File: config.mk
export PLATFORM = sky130hd
export DESIGN_NAME = jam_retry_ctrl
export DESIGN_NICKNAME = d
export VERILOG_FILES = /design/src/rtl/jam_retry_pkg.sv /design/src/rtl/jr_lfsr.sv /design/src/rtl/jr_attempts.sv /design/src/rtl/jam_retry_ctrl.sv
export SDC_FILE = /design/constraint.sdc
export NUM_CORES = 1
export LEC_CHECK = 0
export ABC_AREA = 1
export BUFFER_PORTS_ARGS = -buffer_cell sky130_fd_sc_hd__buf_2
export CAP_MARGIN = 20
export CELL_PAD_IN_SITES_DETAIL_PLACEMENT = 1
export CELL_PAD_IN_SITES_GLOBAL_PLACEMENT = 1
export CORE_ASPECT_RATIO = 0.8
export CORE_UTILIZATION = 26
export DETAILED_ROUTE_END_ITERATION = 6
export PLACE_DENSITY_LB_ADDON = 0.1
export SLEW_MARGIN = 0
export SYNTH_ARGS = -nofsm -noshare
export SYNTH_HDL_FRONTEND = slang
export SYNTH_SLANG_ARGS = --single-unit
File: constraint.sdc
create_clock -name clk -period 2.05 [get_ports clk]
set_input_delay 0.41 -clock clk [delete_from_list [all_inputs] [get_ports clk]]
set_output_delay 0.41 -clock clk [all_outputs]
set_load 0.05 [all_outputs]
File: src/rtl/jam_retry_pkg.sv
package jam_retry_pkg;
  typedef enum logic [2:0] {
    ST_IDLE = 3'd0,
    ST_PRE  = 3'd1,
    ST_DATA = 3'd2,
    ST_JAM  = 3'd3,
    ST_WAIT = 3'd4
  } jr_state_t;

  localparam logic [1:0] SEL_IDLE = 2'd0;
  localparam logic [1:0] SEL_PRE  = 2'd1;
  localparam logic [1:0] SEL_DATA = 2'd2;
  localparam logic [1:0] SEL_JAM  = 2'd3;
endpackage

File: src/rtl/jr_lfsr.sv
module jr_lfsr #(
  parameter int LFSR_W = 16,
  parameter int OUT_W  = 10,
  parameter logic [LFSR_W-1:0] TAPS = 16'hB400,
  parameter logic [LFSR_W-1:0] SEED = 16'hACE1
) (
  input  logic             clk,
  input  logic             rst,
  output logic [OUT_W-1:0] rnd
);
  logic [LFSR_W-1:0] q;

  // Galois form, advances every clock so the draw depends on timing too
  always_ff @(posedge clk) begin
    if (rst) q <= SEED;
    else if (q[0]) q <= (q >> 1) ^ TAPS;
    else q <= q >> 1;
  end

  assign rnd = q[OUT_W-1:0];
endmodule

File: src/rtl/jr_attempts.sv
module jr_attempts #(
  parameter int MAX_ATT = 16,
  parameter int BO_CAP  = 10,
  localparam int ATT_W  = $clog2(MAX_ATT + 1)
) (
  input  logic              clk,
  input  logic              rst,
  input  logic              clr,
  input  logic              inc,
  output logic [ATT_W-1:0]  cnt,
  output logic [BO_CAP-1:0] mask,
  output logic              last,
  output logic              one,
  output logic              multi
);
  always_ff @(posedge clk) begin
    if (rst) begin
      cnt   <= '0;
      one   <= 1'b0;
      multi <= 1'b0;
    end else if (clr) begin
      cnt   <= ATT_W'(1);
      one   <= 1'b0;
      multi <= 1'b0;
    end else if (inc) begin
      cnt   <= cnt + 1'b1;
      one   <= (cnt == ATT_W'(1));
      multi <= (cnt >= ATT_W'(2));
    end
  end

  // window of 2^min(cnt,BO_CAP) slots: low min(cnt,BO_CAP) bits open
  always_comb begin
    for (int i = 0; i < BO_CAP; i++) mask[i] = (i < int'(cnt));
  end

  assign last = (cnt == ATT_W'(MAX_ATT));
endmodule

File: src/rtl/jam_retry_ctrl.sv
module jam_retry_ctrl
  import jam_retry_pkg::*;
#(
  parameter int PRE_BITS  = 64,
  parameter int JAM_BITS  = 32,
  parameter int SLOT_BITS = 512,
  parameter int MAX_ATT   = 16,
  parameter int BO_CAP    = 10,
  parameter int LEN_W     = 14,
  parameter int LFSR_W    = 16,
  localparam int PRE_W    = $clog2(PRE_BITS),
  localparam int JAM_W    = $clog2(JAM_BITS),
  localparam int ATT_W    = $clog2(MAX_ATT + 1)
) (
  input  logic              clk,
  input  logic              rst,
  input  logic              bit_tick,
  input  logic              col_in,
  input  logic              tx_req,
  input  logic [LEN_W-1:0]  frame_len,
  input  logic              backoff_done,
  output logic [1:0]        sel,
  output logic              backoff_req,
  output logic [BO_CAP-1:0] backoff_slots,
  output logic              done,
  output logic              tx_ok,
  output logic              retry_fail,
  output logic              late_col,
  output logic              one_retry,
  output logic              multi_retry
);
  jr_state_t         state;
  logic [PRE_W-1:0]  pre_cnt;
  logic [LEN_W-1:0]  dat_cnt;
  logic [LEN_W-1:0]  len_q;
  logic [JAM_W-1:0]  jam_cnt;
  logic              col_pend;
  logic              late_q;
  logic [ATT_W-1:0]  att_cnt;
  logic [BO_CAP-1:0] att_mask;
  logic              att_last;
  logic [BO_CAP-1:0] rnd;
  logic              accept;
  logic              jam_end;
  logic              sched;

  assign accept  = (state == ST_IDLE) && tx_req;
  assign jam_end = (state == ST_JAM) && bit_tick && (jam_cnt == JAM_W'(JAM_BITS - 1));
  assign sched   = jam_end && !late_q && !att_last;

  jr_lfsr #(.LFSR_W(LFSR_W), .OUT_W(BO_CAP)) u_lfsr (
    .clk(clk), .rst(rst), .rnd(rnd)
  );

  jr_attempts #(.MAX_ATT(MAX_ATT), .BO_CAP(BO_CAP)) u_att (
    .clk(clk), .rst(rst), .clr(accept), .inc(sched),
    .cnt(att_cnt), .mask(att_mask), .last(att_last),
    .one(one_retry), .multi(multi_retry)
  );

  always_ff @(posedge clk) begin
    if (rst) begin
      state         <= ST_IDLE;
      pre_cnt       <= '0;
      dat_cnt       <= '0;
      len_q         <= '0;
      jam_cnt       <= '0;
      col_pend      <= 1'b0;
      late_q        <= 1'b0;
      backoff_slots <= '0;
      done          <= 1'b0;
      tx_ok         <= 1'b0;
      retry_fail    <= 1'b0;
      late_col      <= 1'b0;
    end else begin
      done <= 1'b0;
      case (state)
        ST_IDLE: if (tx_req) begin
          state      <= ST_PRE;
          pre_cnt    <= '0;
          col_pend   <= 1'b0;
          len_q      <= frame_len;
          tx_ok      <= 1'b0;
          retry_fail <= 1'b0;
          late_col   <= 1'b0;
        end
        ST_PRE: begin
          if (col_in) col_pend <= 1'b1;
          if (bit_tick) begin
            if (pre_cnt == PRE_W'(PRE_BITS - 1)) begin
              pre_cnt <= '0;
              if (col_pend || col_in) begin
                state   <= ST_JAM;
                jam_cnt <= '0;
                late_q  <= 1'b0;
              end else begin
                state   <= ST_DATA;
                dat_cnt <= '0;
              end
            end else begin
              pre_cnt <= pre_cnt + 1'b1;
            end
          end
        end
        ST_DATA: begin
          if (col_in) begin
            state   <= ST_JAM;
            jam_cnt <= '0;
            late_q  <= (dat_cnt >= LEN_W'(SLOT_BITS));
          end else if (bit_tick) begin
            if (dat_cnt == len_q - 1'b1) begin
              state <= ST_IDLE;
              done  <= 1'b1;
              tx_ok <= 1'b1;
            end else begin
              dat_cnt <= dat_cnt + 1'b1;
            end
          end
        end
        ST_JAM: if (bit_tick) begin
          if (jam_cnt == JAM_W'(JAM_BITS - 1)) begin
            if (late_q) begin
              state    <= ST_IDLE;
              done     <= 1'b1;
              late_col <= 1'b1;
            end else if (att_last) begin
              state      <= ST_IDLE;
              done       <= 1'b1;
              retry_fail <= 1'b1;
            end else begin
              state         <= ST_WAIT;
              backoff_slots <= rnd & att_mask;
            end
          end else begin
            jam_cnt <= jam_cnt + 1'b1;
          end
        end
        ST_WAIT: if (backoff_done) begin
          state    <= ST_PRE;
          pre_cnt  <= '0;
          col_pend <= 1'b0;
        end
        default: state <= ST_IDLE;
      endcase
    end
  end

  always_comb begin
    case (state)
      ST_PRE:  sel = SEL_PRE;
      ST_DATA: sel = SEL_DATA;
      ST_JAM:  sel = SEL_JAM;
      default: sel = SEL_IDLE;
    endcase
  end

  assign backoff_req = (state == ST_WAIT);
endmodule

# Yosys cells after proc, flatten, opt, wreduce, memory -nomap -nowiden

Index checks and enable logic that the tools add are counted.

Bits in read-only memories: 0
Register bits after elaboration: 81
Memories kept: 0
Word-level logic and storage cells: 160
Latch bits: 0
Bits in writable memories: 0

Eq/ne operators: 29
Order comparisons: 12
Reduce and logical (&&, ||, !) cells: 27
Muxes and demuxes: 66
Shift operators: 0
Div/mod/pow operators: 0
$add $sub $neg: 5
Multipliers: 0
Bitwise gates (word level): 4

Operators by type and width:

| cell                                                      | number |
|---|---|
| 2-to-1 mux 14 bit                                         | 6 |
| inequality test 2 bit, second input constant              | 17 |
| 2-to-1 mux 3 bit                                          | 11 |
| 2-to-1 mux 5 bit                                          | 6 |
| case mux 14 bit (2 select lines)                          | 1 |
| 2-to-1 mux 1 bit                                          | 27 |
| 2-to-1 mux 6 bit                                          | 4 |
| less-than comparator 3 x 5 -> 1 bit, first input constant | 4 |
| AND reduction 5 bit                                       | 4 |
| case mux 6 bit (3 select lines)                           | 1 |
| 2-to-1 mux 16 bit                                         | 1 |
| case mux 3 bit (5 select lines)                           | 1 |
| case mux 5 bit (3 select lines)                           | 1 |
| adder 14 x 1 -> 14 bit, second input constant             | 1 |
| equality test 14 bit                                      | 1 |
| >= comparator 14 x 10 -> 1 bit, second input constant     | 1 |
| AND reduction 7 bit                                       | 2 |
| subtractor 14 x 1 -> 14 bit, second input constant        | 1 |
| adder 5 x 1 -> 5 bit, second input constant               | 2 |
| bitwise AND 10 bit                                        | 1 |
| equality test 5 bit, second input constant                | 2 |
| less-than comparator 1 x 5 -> 1 bit, first input constant | 2 |
| less-than comparator 2 x 5 -> 1 bit, first input constant | 2 |
| less-than comparator 4 x 5 -> 1 bit, first input constant | 2 |
| other kinds (25)                                          | 42 |

# Depth between registers and ports, before layout

Gate-level depths: netlist (run 1).

Depth in word-level cells: 7
Gate-level depth with buffers: 18
Mapped depth without buffers: 18

# By module

From an unflattened synthesis (run 1), not the netlist that was laid out.

Cells, all modules: 656
Area, all modules: 4594.4 um^2

By module, submodules not included:

| module         | seq. area each (um^2) | area each (um^2) | times used | cells each |
|---|---|---|---|---|
| jam_retry_ctrl | 1161.1                | 3618.5           | 1          | 534 |
| jr_lfsr        | 320.3                 | 549.3            | 1          | 61 |
| jr_attempts    | 140.1                 | 426.7            | 1          | 61 |

# Worst setup path before layout (run 1)

No wires, ideal clock.

Kind: reg2reg
From: register state[1]
To: register pre_cnt[0]
Cell stages (with the launch flop): 10
Path buffers: 0
Required time: 1934 ps
Data arrival time: 2060 ps
Slack: -126 ps
Setup time: 116 ps
Path through: dfxtp_1 nor2_1 inv_1 nor2_1 nand2_1 nand2_1 nor2_1 o21ai_2 inv_1 o211a_1

Cells in the longest elaborated chain, start to end: 3
Elaborated cells on any way between the ends: 9
Those cells by class: 5 x eq/ne; 1 x mux; 3 x reduce/logical

RTL lines:

| item                                                                         | line                  | text |
|---|---|---|
| start, declared                                                              | jam_retry_ctrl.sv:32  | `jr_state_t state;` |
| start signal, assigned                                                       | jam_retry_ctrl.sv:63  | `state <= ST_IDLE;` |
| start signal, assigned                                                       | jam_retry_ctrl.sv:79  | `state <= ST_PRE;` |
| start signal, assigned                                                       | jam_retry_ctrl.sv:93  | `state <= ST_JAM;` |
| equality test 3 bit (*)                                                      | n/a                   |  |
| net backoff_req                                                              | jam_retry_ctrl.sv:23  | `output logic backoff_req,` |
| inequality test 2 bit (no source line) or nonzero test 3 bit (tied branches) | n/a                   |  |
| AND reduction 4 bit (no source line)                                         | n/a                   |  |
| end signal, assigned                                                         | jam_retry_ctrl.sv:101 | `pre_cnt <= pre_cnt + 1'b1;` |
| end, declared                                                                | jam_retry_ctrl.sv:33  | `logic [PRE_W-1:0] pre_cnt;` |

The timed path passes the listed nets; every way through them passes the cells marked *.
A chain may end at the register's enable or synchronous reset.

# Worst setup path in the final report (run 1)

From: register len_q[1]
To: register state[1]

Cells in the longest elaborated chain, start to end: 4

RTL lines:

| item                                   | line                  | text |
|---|---|---|
| start, declared                        | jam_retry_ctrl.sv:35  | `logic [LEN_W-1:0] len_q;` |
| start signal, assigned                 | jam_retry_ctrl.sv:82  | `len_q <= frame_len;` |
| subtractor 14 x 1 -> 14 bit            | jam_retry_ctrl.sv:111 | `if (dat_cnt == len_q - 1'b1) begin` |
| equality test 14 bit                   | jam_retry_ctrl.sv:111 |  |
| inequality test 3 bit (no source line) | n/a                   |  |
| AND reduction 8 bit (no source line)   | n/a                   |  |
| end signal, assigned                   | jam_retry_ctrl.sv:107 | `state <= ST_JAM;` |
| end signal, assigned                   | jam_retry_ctrl.sv:112 | `state <= ST_IDLE;` |
| end signal, assigned                   | jam_retry_ctrl.sv:123 | `state <= ST_IDLE;` |

Every way passes these cells.

==> results by group, run 1 <==
Route
  • Detailed-route wire length: 13.6 mm
  • Via density per instance: 4.60
  • Total iterations of the first detailed-routing run: 4
  • DRC marker count from the first detailed-route iteration: 138
  • Number of nets still failing antenna checks after routing: 0
  • Number of remaining DRC errors: 0
  • Number of vias after detailed routing: 4,299
  • Post-detailed-route wirelength per cell: 14.6 um

Synthesis
  • Most instantiated flip-flop cell in the synthesis netlist: sky130_fd_sc_hd__dfxtp_1
  • Ranking of synthesized cells by instance count: 118 x sky130_fd_sc_hd__nand2_1, 103 x sky130_fd_sc_hd__nor2_1, 81 x sky130_fd_sc_hd__dfxtp_1
  • Synth Net Count: 659
  • Count leader, synth: sky130_fd_sc_hd__nand2_1
  • Netlist Area Pre-Place: 4360 um2
  • Sequential fraction of the synthesis area: 37.2%
  • Number of enable flip-flop cells after synthesis: 0
  • Synthesis-stage register bit count: 81
  • Biggest area contributors in the synthesized netlist: sky130_fd_sc_hd__dfxtp_1 37%, sky130_fd_sc_hd__nand2_1 10%, sky130_fd_sc_hd__nor2_1 8.9%
  • Mapped Avg Cell Area: 6.91 um2
  • Cell type with the largest total area after synthesis: sky130_fd_sc_hd__dfxtp_1
  • Area share of the leading cell type in the synthesized netlist: 37.2%
  • Share of flip-flops with an asynchronous set or reset after synthesis: 0%
  • Synthesis Warnings: 0
  • Post-synth cell types: 47
  • Post-Syn Instances: 631

Floorplan
  • Number of ports placed on the die boundary: 39
  • Die area: 17,300 um2
  • Die width: 147 um
  • Height of the die: 118 um
  • Num rows: 41
  • Starting density of the core: 27.1%
  • Placeable core region: 16,100 um2

Timing
  • Total of endpoints with negative setup slack in the final report: 7
  • Worst relative slew slack: 68.3%
  • Worst Clk Skew: 0.00952 ns
  • Least setup slack across all paths after layout: -0.0417 ns
  • Highest clock frequency the design can meet: 0.478 GHz
  • Worst Max-Slew Pin Slew: 0.463 ns
  • Post-route minimum period: 2.09 ns
  • Total count of hold-check failures in the final report: 0
  • Setup repair after global routing missed its margin: yes
  • Part of the cycle the worst path needs: 102%
  • Number of pins exceeding their max-slew limit in the final report: 0

GRT
  • GR Util All Layers: 16.1%
  • Vias in the first global route: 4,312
  • Sum of overflow across all layers after global routing: 0
  • Antenna violations before repair: 0
  • Pin count of the biggest net entering global routing: 27
  • Wire length of the first global-routing pass: 21.9 mm

Final layout
  • Number of antenna diodes: 0
  • Layout overhead on the synthesized area: 33.8%
  • Fraction of final layout cells sized beyond drive strength 1: 30.9%
  • Final net count: 742
  • Post-layout instance count excluding filler cells: 934
  • Core utilization of the finished layout: 36.3%
  • Post-route standard cell area excluding fillers: 5830 um2

Pwr
  • VDD IR-drop max: 0.375 mV
  • Power per Cell Area: 1110 nW/um2
  • Leakage power: 2.39 nW

Worst setup path
  • Cell class contributing the biggest share of worst-path delay: simple AND/OR/NAND/NOR gates
  • Largest fanout on the critical path: 4
  • Kind of end point of the critical path: register
  • Slowest cell on the critical path: sky130_fd_sc_hd__dfxtp_2
  • WP buf/inv: 4
  • Critical path depth in cells: 18
  • Data required time of the critical path: 2.30 ns
  • Worst path max stage delay: 0.34 ns
  • WP data arrival: 2.34 ns
  • R2R depth: 18
  • Worst Setup Start Kind: register
  • Critical Path, Cell by Cell: inv_2, ha_4, nand2_2, inv_1, nor2_1, nand2_1, buf_4, buf_6, nor3_2, nand2_1, nor2_1, nand2_1, nor2_1, nand2_1, nand2_2, nand3_2, nand2_2, nor2_1
  • Origin of the worst setup path: len_q[1]$_SDFFE_PP0P_
  • Crit Reg-Reg Startpoint: len_q[1]$_SDFFE_PP0P_
  • Type of the worst setup path: reg2reg

Clock network
  • Maximum level of the CTS H-tree: 3
  • Maximum number of buffers from clock root to sink: 2
  • Root buf cell: sky130_fd_sc_hd__clkbuf_16
  • Clock edge transition at the registers on the reported setup and hold paths: 0.07 ns
  • Number of clock buffers inserted by TritonCTS: 9
  • Clock tree from TritonCTS: yes
  • # hold bufs at CTS: 0
  • Clk sink count: 81
  • Clock latency on the worst-skew pair: 0.36 ns

Status
  • Violations in the final reports: setup timing
  • Result of the run: complete, but fails checks

Placement
  • Placed insts: 908
  • Post-DP HPWL: 10.2 mm
  • DP Area: 5070 um2
  • Number of buffers inserted by port buffering: 38
  • Post-placement worst setup slack: -0.103 ns
  • Routability congestion estimate: 0.821

Min path
  • Worst hold-check path type: in2reg
  • Worst Hold Depth: 3
  • Hold path start: frame_len[9]

Flow run
  • Max-cap violations: 0
-- cell type report --
type                       instances  area, um2
fill                            1953      10200
multi-input combinational        458       2730
sequential                        81       1630
timing repair buffer              88        626
inverter                          76        288
tap                              215        269
clock buffer                       9        225
clock inverter                     7       68.8
-- flip-flops by register name, indices dropped and copies added (netlist names), 3 cells and up --
| signal | cells |
|---|---|
| pre_cnt | 6 |
| state | 3 |
| len_q | 14 |
| u_lfsr.q | 16 |
| dat_cnt | 14 |
| jam_cnt | 5 |
| u_att.cnt | 5 |
| backoff_slots | 10 |
-- final timing paths --
check                           end  slack [ns]
max           state[1]$_SDFFE_PP0P_       -0.04
min           len_q[9]$_SDFFE_PP0P_        0.31
min reg2reg  u_lfsr.q[9]$_SDFF_PP0_        0.39
max reg2reg   state[1]$_SDFFE_PP0P_       -0.04
-- logic make-up after synthesis --
kind of cell,after synthesis,synth area share (%)
AO/OA/AOI/OAI,105,14.2
adder cells (fa/ha/maj),8,2.30
buffers and inverters,93,8.50
AND/OR/NAND/NOR,320,33.0
XOR/XNOR,24,4.82
flip-flops,81,37.2
-- power by group --
part | switching [mW] | internal [mW]
Sequential | 0.156 | 1.72
Clock | 0.797 | 0.861
Combinational | 1.83 | 1.08
-- cell usage in the layout, fill, tap and decap left out, types with 11 or more instances in the layout --
master	n
sky130_fd_sc_hd__nor2_1	91
sky130_fd_sc_hd__nand2_1	107
sky130_fd_sc_hd__buf_2	38
sky130_fd_sc_hd__nor2_2	11
sky130_fd_sc_hd__nand3_1	25
sky130_fd_sc_hd__xor2_1	17
sky130_fd_sc_hd__a21oi_2	14
sky130_fd_sc_hd__dfxtp_1	74
sky130_fd_sc_hd__o21ai_0	27
sky130_fd_sc_hd__nand2_2	21
sky130_fd_sc_hd__a21oi_1	48
sky130_fd_sc_hd__inv_1	63
sky130_fd_sc_hd__nand3_2	14
sky130_fd_sc_hd__inv_2	11
sky130_fd_sc_hd__buf_4	42
-- layer usage --
layer  track usage (%)  wire length (um)  vias up
met5                 0                 0        -
met4              5.14               207        0
met3              3.33               372       14
met2              24.5              5960       38
met1              22.6              7100     2055
li1                  -                 -     2192
-- worst register-to-register path, cell delays in order, from the launching register on --
cell                      delay (ns)
sky130_fd_sc_hd__dfxtp_2        0.34
sky130_fd_sc_hd__inv_2          0.05
sky130_fd_sc_hd__ha_4           0.23
sky130_fd_sc_hd__nand2_2        0.06
sky130_fd_sc_hd__inv_1          0.03
sky130_fd_sc_hd__nor2_1         0.09
sky130_fd_sc_hd__nand2_1        0.08
sky130_fd_sc_hd__buf_4          0.14
sky130_fd_sc_hd__buf_6          0.10
sky130_fd_sc_hd__nor3_2         0.10
sky130_fd_sc_hd__nand2_1        0.08
sky130_fd_sc_hd__nor2_1         0.12
sky130_fd_sc_hd__nand2_1        0.06
sky130_fd_sc_hd__nor2_1         0.10
sky130_fd_sc_hd__nand2_1        0.07
sky130_fd_sc_hd__nand2_2        0.10
sky130_fd_sc_hd__nand3_2        0.09
sky130_fd_sc_hd__nand2_2        0.09
sky130_fd_sc_hd__nor2_1         0.04
-- metrics by stage --
| stage | hold slack, ns | TNS, ns | total power, mW |
|---|---|---|---|
| after floorplan | 0.388 | 0 | 3.52 |
| after global placement | 0.392 | -0.270 | 4.27 |
| after detailed placement | 0.398 | -1.16 | 4.31 |
| after CTS | 0.294 | 0 | 6.22 |
| after global routing | 0.319 | -2.82 | 6.88 |
| final | 0.308 | -0.0893 | 6.45 |
-- what timing repair did --
action | CTS | global route
setup endpoints to repair | 25 | 43
setup buffers | 1 | 7
pin swaps | 2 | 39
gates resized for setup | 16 | 76
gates cloned | 2 | 0
endpoints found under the hold margin | 0 | 0
Note: power is estimated with default switching activity, not from simulation.
==> run 2, diff against run 1 <==
--- a/config.mk
+++ b/config.mk
@@ -5,12 +5,12 @@
 export SDC_FILE = /design/constraint.sdc
 export NUM_CORES = 1
 export LEC_CHECK = 0
-export ABC_AREA = 1
 export BUFFER_PORTS_ARGS = -buffer_cell sky130_fd_sc_hd__buf_2
 export CAP_MARGIN = 20
 export CELL_PAD_IN_SITES_DETAIL_PLACEMENT = 1
 export CELL_PAD_IN_SITES_GLOBAL_PLACEMENT = 1
 export CORE_ASPECT_RATIO = 0.8
+export CORE_MARGIN = 4
 export CORE_UTILIZATION = 26
 export DETAILED_ROUTE_END_ITERATION = 6
 export PLACE_DENSITY_LB_ADDON = 0.1
==> constraint.sdc (replaced) <==
create_clock -name clk -period 2.39 [get_ports clk]
set_input_delay 0.478 -clock clk [delete_from_list [all_inputs] [get_ports clk]]
set_output_delay 0.478 -clock clk [all_outputs]
set_load 0.05 [all_outputs]
==> results by group, run 2 <==
Synthesis
  • Sequential fraction of the synthesis area: 39.9% (was 37.2%)
  • Synth Net Count: 530 (was 659)
  • Synthesis Warnings: 0 (unchanged)
  • Post-Syn Instances: 502 (was 631)
  • Share of flip-flops with an asynchronous set or reset after synthesis: 0% (unchanged)
  • Biggest area contributors in the synthesized netlist: sky130_fd_sc_hd__dfxtp_1 40%, sky130_fd_sc_hd__nand2_1 6.3%, sky130_fd_sc_hd__a21oi_1 5.7% (was sky130_fd_sc_hd__dfxtp_1 37%, sky130_fd_sc_hd__nand2_1 10%, sky130_fd_sc_hd__nor2_1 8.9%)
  • Cell type with the largest total area after synthesis: sky130_fd_sc_hd__dfxtp_1 (unchanged)
  • Most instantiated flip-flop cell in the synthesis netlist: sky130_fd_sc_hd__dfxtp_1 (unchanged)
  • Post-synth cell types: 57 (was 47)
  • Netlist Area Pre-Place: 4060 um2 (was 4360 um2)
  • Ranking of synthesized cells by instance count: 81 x sky130_fd_sc_hd__dfxtp_1, 68 x sky130_fd_sc_hd__nand2_1, 46 x sky130_fd_sc_hd__a21oi_1 (was 118 x sky130_fd_sc_hd__nand2_1, 103 x sky130_fd_sc_hd__nor2_1, 81 x sky130_fd_sc_hd__dfxtp_1)
  • Area share of the leading cell type in the synthesized netlist: 39.9% (was 37.2%)
  • Number of enable flip-flop cells after synthesis: 0 (unchanged)
  • Count leader, synth: sky130_fd_sc_hd__dfxtp_1 (was sky130_fd_sc_hd__nand2_1)
  • Mapped Avg Cell Area: 8.10 um2 (was 6.91 um2)
  • Synthesis-stage register bit count: 81 (unchanged)

Placement
  • Number of buffers inserted by port buffering: 38 (unchanged)
  • Placed insts: 767 (was 908)
  • DP Area: 4790 um2 (was 5070 um2)
  • Post-DP HPWL: 9.01 mm (was 10.2 mm)
  • Post-placement worst setup slack: -0.453 ns (was -0.103 ns)
  • Routability congestion estimate: 0.740 (was 0.821)

Clock network
  • Clock edge transition at the registers on the reported setup and hold paths: 0.06 ns (was 0.07 ns)
  • Clock latency on the worst-skew pair: 0.35 ns (was 0.36 ns)
  • Maximum number of buffers from clock root to sink: 2 (unchanged)
  • Clock tree from TritonCTS: yes (unchanged)
  • Clk sink count: 81 (unchanged)
  • Maximum level of the CTS H-tree: 3 (unchanged)
  • Root buf cell: sky130_fd_sc_hd__clkbuf_16 (unchanged)
  • Number of clock buffers inserted by TritonCTS: 9 (unchanged)

Worst setup path
  • Critical Path, Cell by Cell: or4_4, or3_4, and3_4, o31a_1, o2111a_2, buf_6, a211oi_4, xnor2_1, nor2_1 (was inv_2, ha_4, nand2_2, inv_1, nor2_1, nand2_1, buf_4, buf_6, nor3_2, nand2_1, nor2_1, nand2_1, nor2_1, nand2_1, nand2_2, nand3_2, nand2_2, nor2_1)
  • Worst Setup Start Kind: register (unchanged)
  • Largest fanout on the critical path: 4 (unchanged)
  • WP buf/inv: 1 (was 4)
  • Register-to-register setup slack: -0.25 ns (was -0.04 ns)
  • Critical path depth in cells: 9 (was 18)
  • R2R Path End: dat_cnt[9]$_SDFFE_PP0P_ (was state[1]$_SDFFE_PP0P_)
  • Kind of end point of the critical path: register (unchanged)
  • Data required time of the critical path: 2.63 ns (was 2.30 ns)
  • Origin of the worst setup path: len_q[2]$_SDFFE_PP0P_ (was len_q[1]$_SDFFE_PP0P_)
  • Worst path max stage delay: 0.58 ns (was 0.34 ns)
  • Crit Reg-Reg Startpoint: len_q[2]$_SDFFE_PP0P_ (was len_q[1]$_SDFFE_PP0P_)
  • Slowest cell on the critical path: sky130_fd_sc_hd__or4_4 (was sky130_fd_sc_hd__dfxtp_2)
  • R2R depth: 9 (was 18)
  • Last element of the critical path: dat_cnt[9]$_SDFFE_PP0P_ (was state[1]$_SDFFE_PP0P_)
  • Cell class contributing the biggest share of worst-path delay: simple AND/OR/NAND/NOR gates (unchanged)
  • WP data arrival: 2.88 ns (was 2.34 ns)
  • Type of the worst setup path: reg2reg (unchanged)

Pwr
  • Power per Cell Area: 873 nW/um2 (was 1110 nW/um2)
  • Post-route total power: 4.58 mW (was 6.45 mW)
  • Leakage power: 2.07 nW (was 2.39 nW)
  • VDD IR-drop max: 0.382 mV (was 0.375 mV)

Flow run
  • Max-cap violations: 0 (unchanged)

Floorplan
  • Height of the die: 120 um (was 118 um)
  • Die area: 17,700 um2 (was 17,300 um2)
  • Starting density of the core: 26.8% (was 27.1%)
  • Number of ports placed on the die boundary: 39 (unchanged)
  • Num rows: 40 (was 41)
  • Die width: 148 um (was 147 um)
  • Placeable core region: 15,200 um2 (was 16,100 um2)

Timing
  • Total count of hold-check failures in the final report: 0 (unchanged)
  • Part of the cycle the worst path needs: 110% (was 102%)
  • Worst Clk Skew: 0.00832 ns (was 0.00952 ns)
  • Number of pins exceeding their max-slew limit in the final report: 0 (unchanged)
  • Worst relative slew slack: 41.5% (was 68.3%)
  • Highest clock frequency the design can meet: 0.379 GHz (was 0.478 GHz)
  • Least setup slack across all paths after layout: -0.249 ns (was -0.0417 ns)
  • Total of endpoints with negative setup slack in the final report: 17 (was 7)
  • Setup repair after global routing missed its margin: yes (unchanged)
  • Worst Max-Slew Pin Slew: 0.878 ns (was 0.463 ns)
  • Post-route minimum period: 2.64 ns (was 2.09 ns)

Final layout
  • Commonest non-fill, non-tap cells in the layout: 77 x sky130_fd_sc_hd__dfxtp_1, 68 x sky130_fd_sc_hd__nand2_1, 47 x sky130_fd_sc_hd__buf_4 (was 107 x sky130_fd_sc_hd__nand2_1, 91 x sky130_fd_sc_hd__nor2_1, 74 x sky130_fd_sc_hd__dfxtp_1)
  • Top register by number of flip-flops: u_lfsr.q (unchanged)
  • Layout overhead on the synthesized area: 29.2% (was 33.8%)
  • Core utilization of the finished layout: 34.6% (was 36.3%)
  • Number of antenna diodes: 0 (unchanged)
  • Post-layout instance count excluding filler cells: 787 (was 934)
  • Largest registers: u_lfsr.q x16, dat_cnt x14, len_q x14 (unchanged)
  • Final net count: 600 (was 742)
  • Number of flip-flops in the largest register: 16 (unchanged)
  • Fill cell total of the finished layout: 1,807 (was 1,953)
  • Most common library cell in the layout ignoring fill and taps: sky130_fd_sc_hd__dfxtp_1 (was sky130_fd_sc_hd__nand2_1)
  • Fraction of final layout cells sized beyond drive strength 1: 25.5% (was 30.9%)
  • Post-route standard cell area excluding fillers: 5250 um2 (was 5830 um2)

Route
  • Number of vias after detailed routing: 3,766 (was 4,299)
  • Detailed-route wire length: 12.2 mm (was 13.6 mm)
  • Number of nets still failing antenna checks after routing: 0 (unchanged)
  • Post-detailed-route wirelength per cell: 15.5 um (was 14.6 um)
  • Total iterations of the first detailed-routing run: 4 (unchanged)
  • DRC marker count from the first detailed-route iteration: 158 (was 138)
  • Number of remaining DRC errors: 0 (unchanged)
  • Via density per instance: 4.79 (was 4.60)

Status
  • Violations in the final reports: setup timing (unchanged)
  • Result of the run: complete, but fails checks (unchanged)

GRT
  • GR Util All Layers: 14.5% (was 16.1%)
  • Sum of overflow across all layers after global routing: 0 (unchanged)
  • Antenna violations before repair: 0 (unchanged)
  • Wire length of the first global-routing pass: 20.6 mm (was 21.9 mm)
  • Pin count of the biggest net entering global routing: 28 (was 27)
  • Vias in the first global route: 3,845 (was 4,312)

Min path
  • Worst hold-check path type: in2reg (unchanged)
run 2: cell types whose count changed in the layout (fill, tap and decap cells not counted), moves of 12 or more:
cell	previous run	this run
sky130_fd_sc_hd__inv_1	63	16
sky130_fd_sc_hd__nand2_2	21	0
sky130_fd_sc_hd__nor2b_1	0	12
sky130_fd_sc_hd__nor2_1	91	42
sky130_fd_sc_hd__nand3_2	14	2
sky130_fd_sc_hd__a21oi_2	14	2
sky130_fd_sc_hd__nand2_1	107	68
sky130_fd_sc_hd__o21ai_0	27	15
run 2: timing repair:
| action | 4_1_cts | 5_1_grt |
|---|---|---|
| setup buffers | 4 | 0 |
| hold buffers | 0 | 0 |
| pin swaps | 11 | 8 |
| resized for setup | 15 | 17 |
| setup endpoints to repair | 17 | 17 |
run 2: worst min path at each step:
stage / start / end / depth (start not counted)
floorplan: u_lfsr.q[12]$_SDFF_PP0_ / u_lfsr.q[11]$_SDFF_PP1_ / 1
global placement: u_lfsr.q[12]$_SDFF_PP0_ / u_lfsr.q[11]$_SDFF_PP1_ / 1
detailed placement: u_lfsr.q[12]$_SDFF_PP0_ / u_lfsr.q[11]$_SDFF_PP1_ / 1
CTS: frame_len[7] / len_q[7]$_SDFFE_PP0P_ / 3
global route: frame_len[5] / len_q[5]$_SDFFE_PP0P_ / 3
finish: frame_len[7] / len_q[7]$_SDFFE_PP0P_ / 3
run 2: cell families (layout without fill, tap and decap cells):
| group | after synthesis | count (layout) | share of synthesized area, % |
|---|---|---|---|
| AO/OA/AOI/OAI | 112 | 112 | 17.9 |
| multiplexers | 9 | 9 | 2.25 |
| AND/OR/NAND/NOR | 222 | 222 | 27.6 |
| flip-flops | 81 | 81 | 39.9 |
| XOR/XNOR | 24 | 24 | 5.17 |
| buffers and inverters | 46 | 121 | 4.68 |
| adder cells (fa/ha/maj) | 8 | 8 | 2.46 |
run 2: power by group:
part	internal (mW)	switching (mW)
Clock	0.713	0.606
Combinational	0.766	0.982
Sequential	1.45	0.0700
Total	2.93	1.66
run 2: metal layers:
layer	wire [um]	global-route usage, %
met4	123	3.90
met2	5050	20.9
met1	6690	21.3
met5	0	0
met3	352	4.04
run 2: metrics by stage:
stage	hold WS, ns	setup TNS [ns]
after CTS	0.346	-4.10
final	0.358	-3.12
after global placement	0.396	-4.68
after floorplan	0.389	-1.97
after detailed placement	0.404	-6.34
after global routing	0.353	-5.06
run 2: layout make-up:
type,instances,area [um2],area share [%]
clock buffers,11,233,4.43
multi-input cells,375,2420,46.2
well taps,210,263,5.01
flip-flops and latches,81,1630,31.0
clock inverters,5,38.8,0.739
inverters,16,60.1,1.14
repair buffers,89,606,11.5
run 2: worst register-to-register path, cell delays in order, from the launching register on:
cell and delay [ns]:
sky130_fd_sc_hd__dfxtp_2 0.33, sky130_fd_sc_hd__or4_4 0.58, sky130_fd_sc_hd__or3_4 0.39, sky130_fd_sc_hd__and3_4 0.15
sky130_fd_sc_hd__o31a_1 0.26, sky130_fd_sc_hd__o2111a_2 0.30, sky130_fd_sc_hd__buf_6 0.13, sky130_fd_sc_hd__a211oi_4 0.20
sky130_fd_sc_hd__xnor2_1 0.14, sky130_fd_sc_hd__nor2_1 0.05
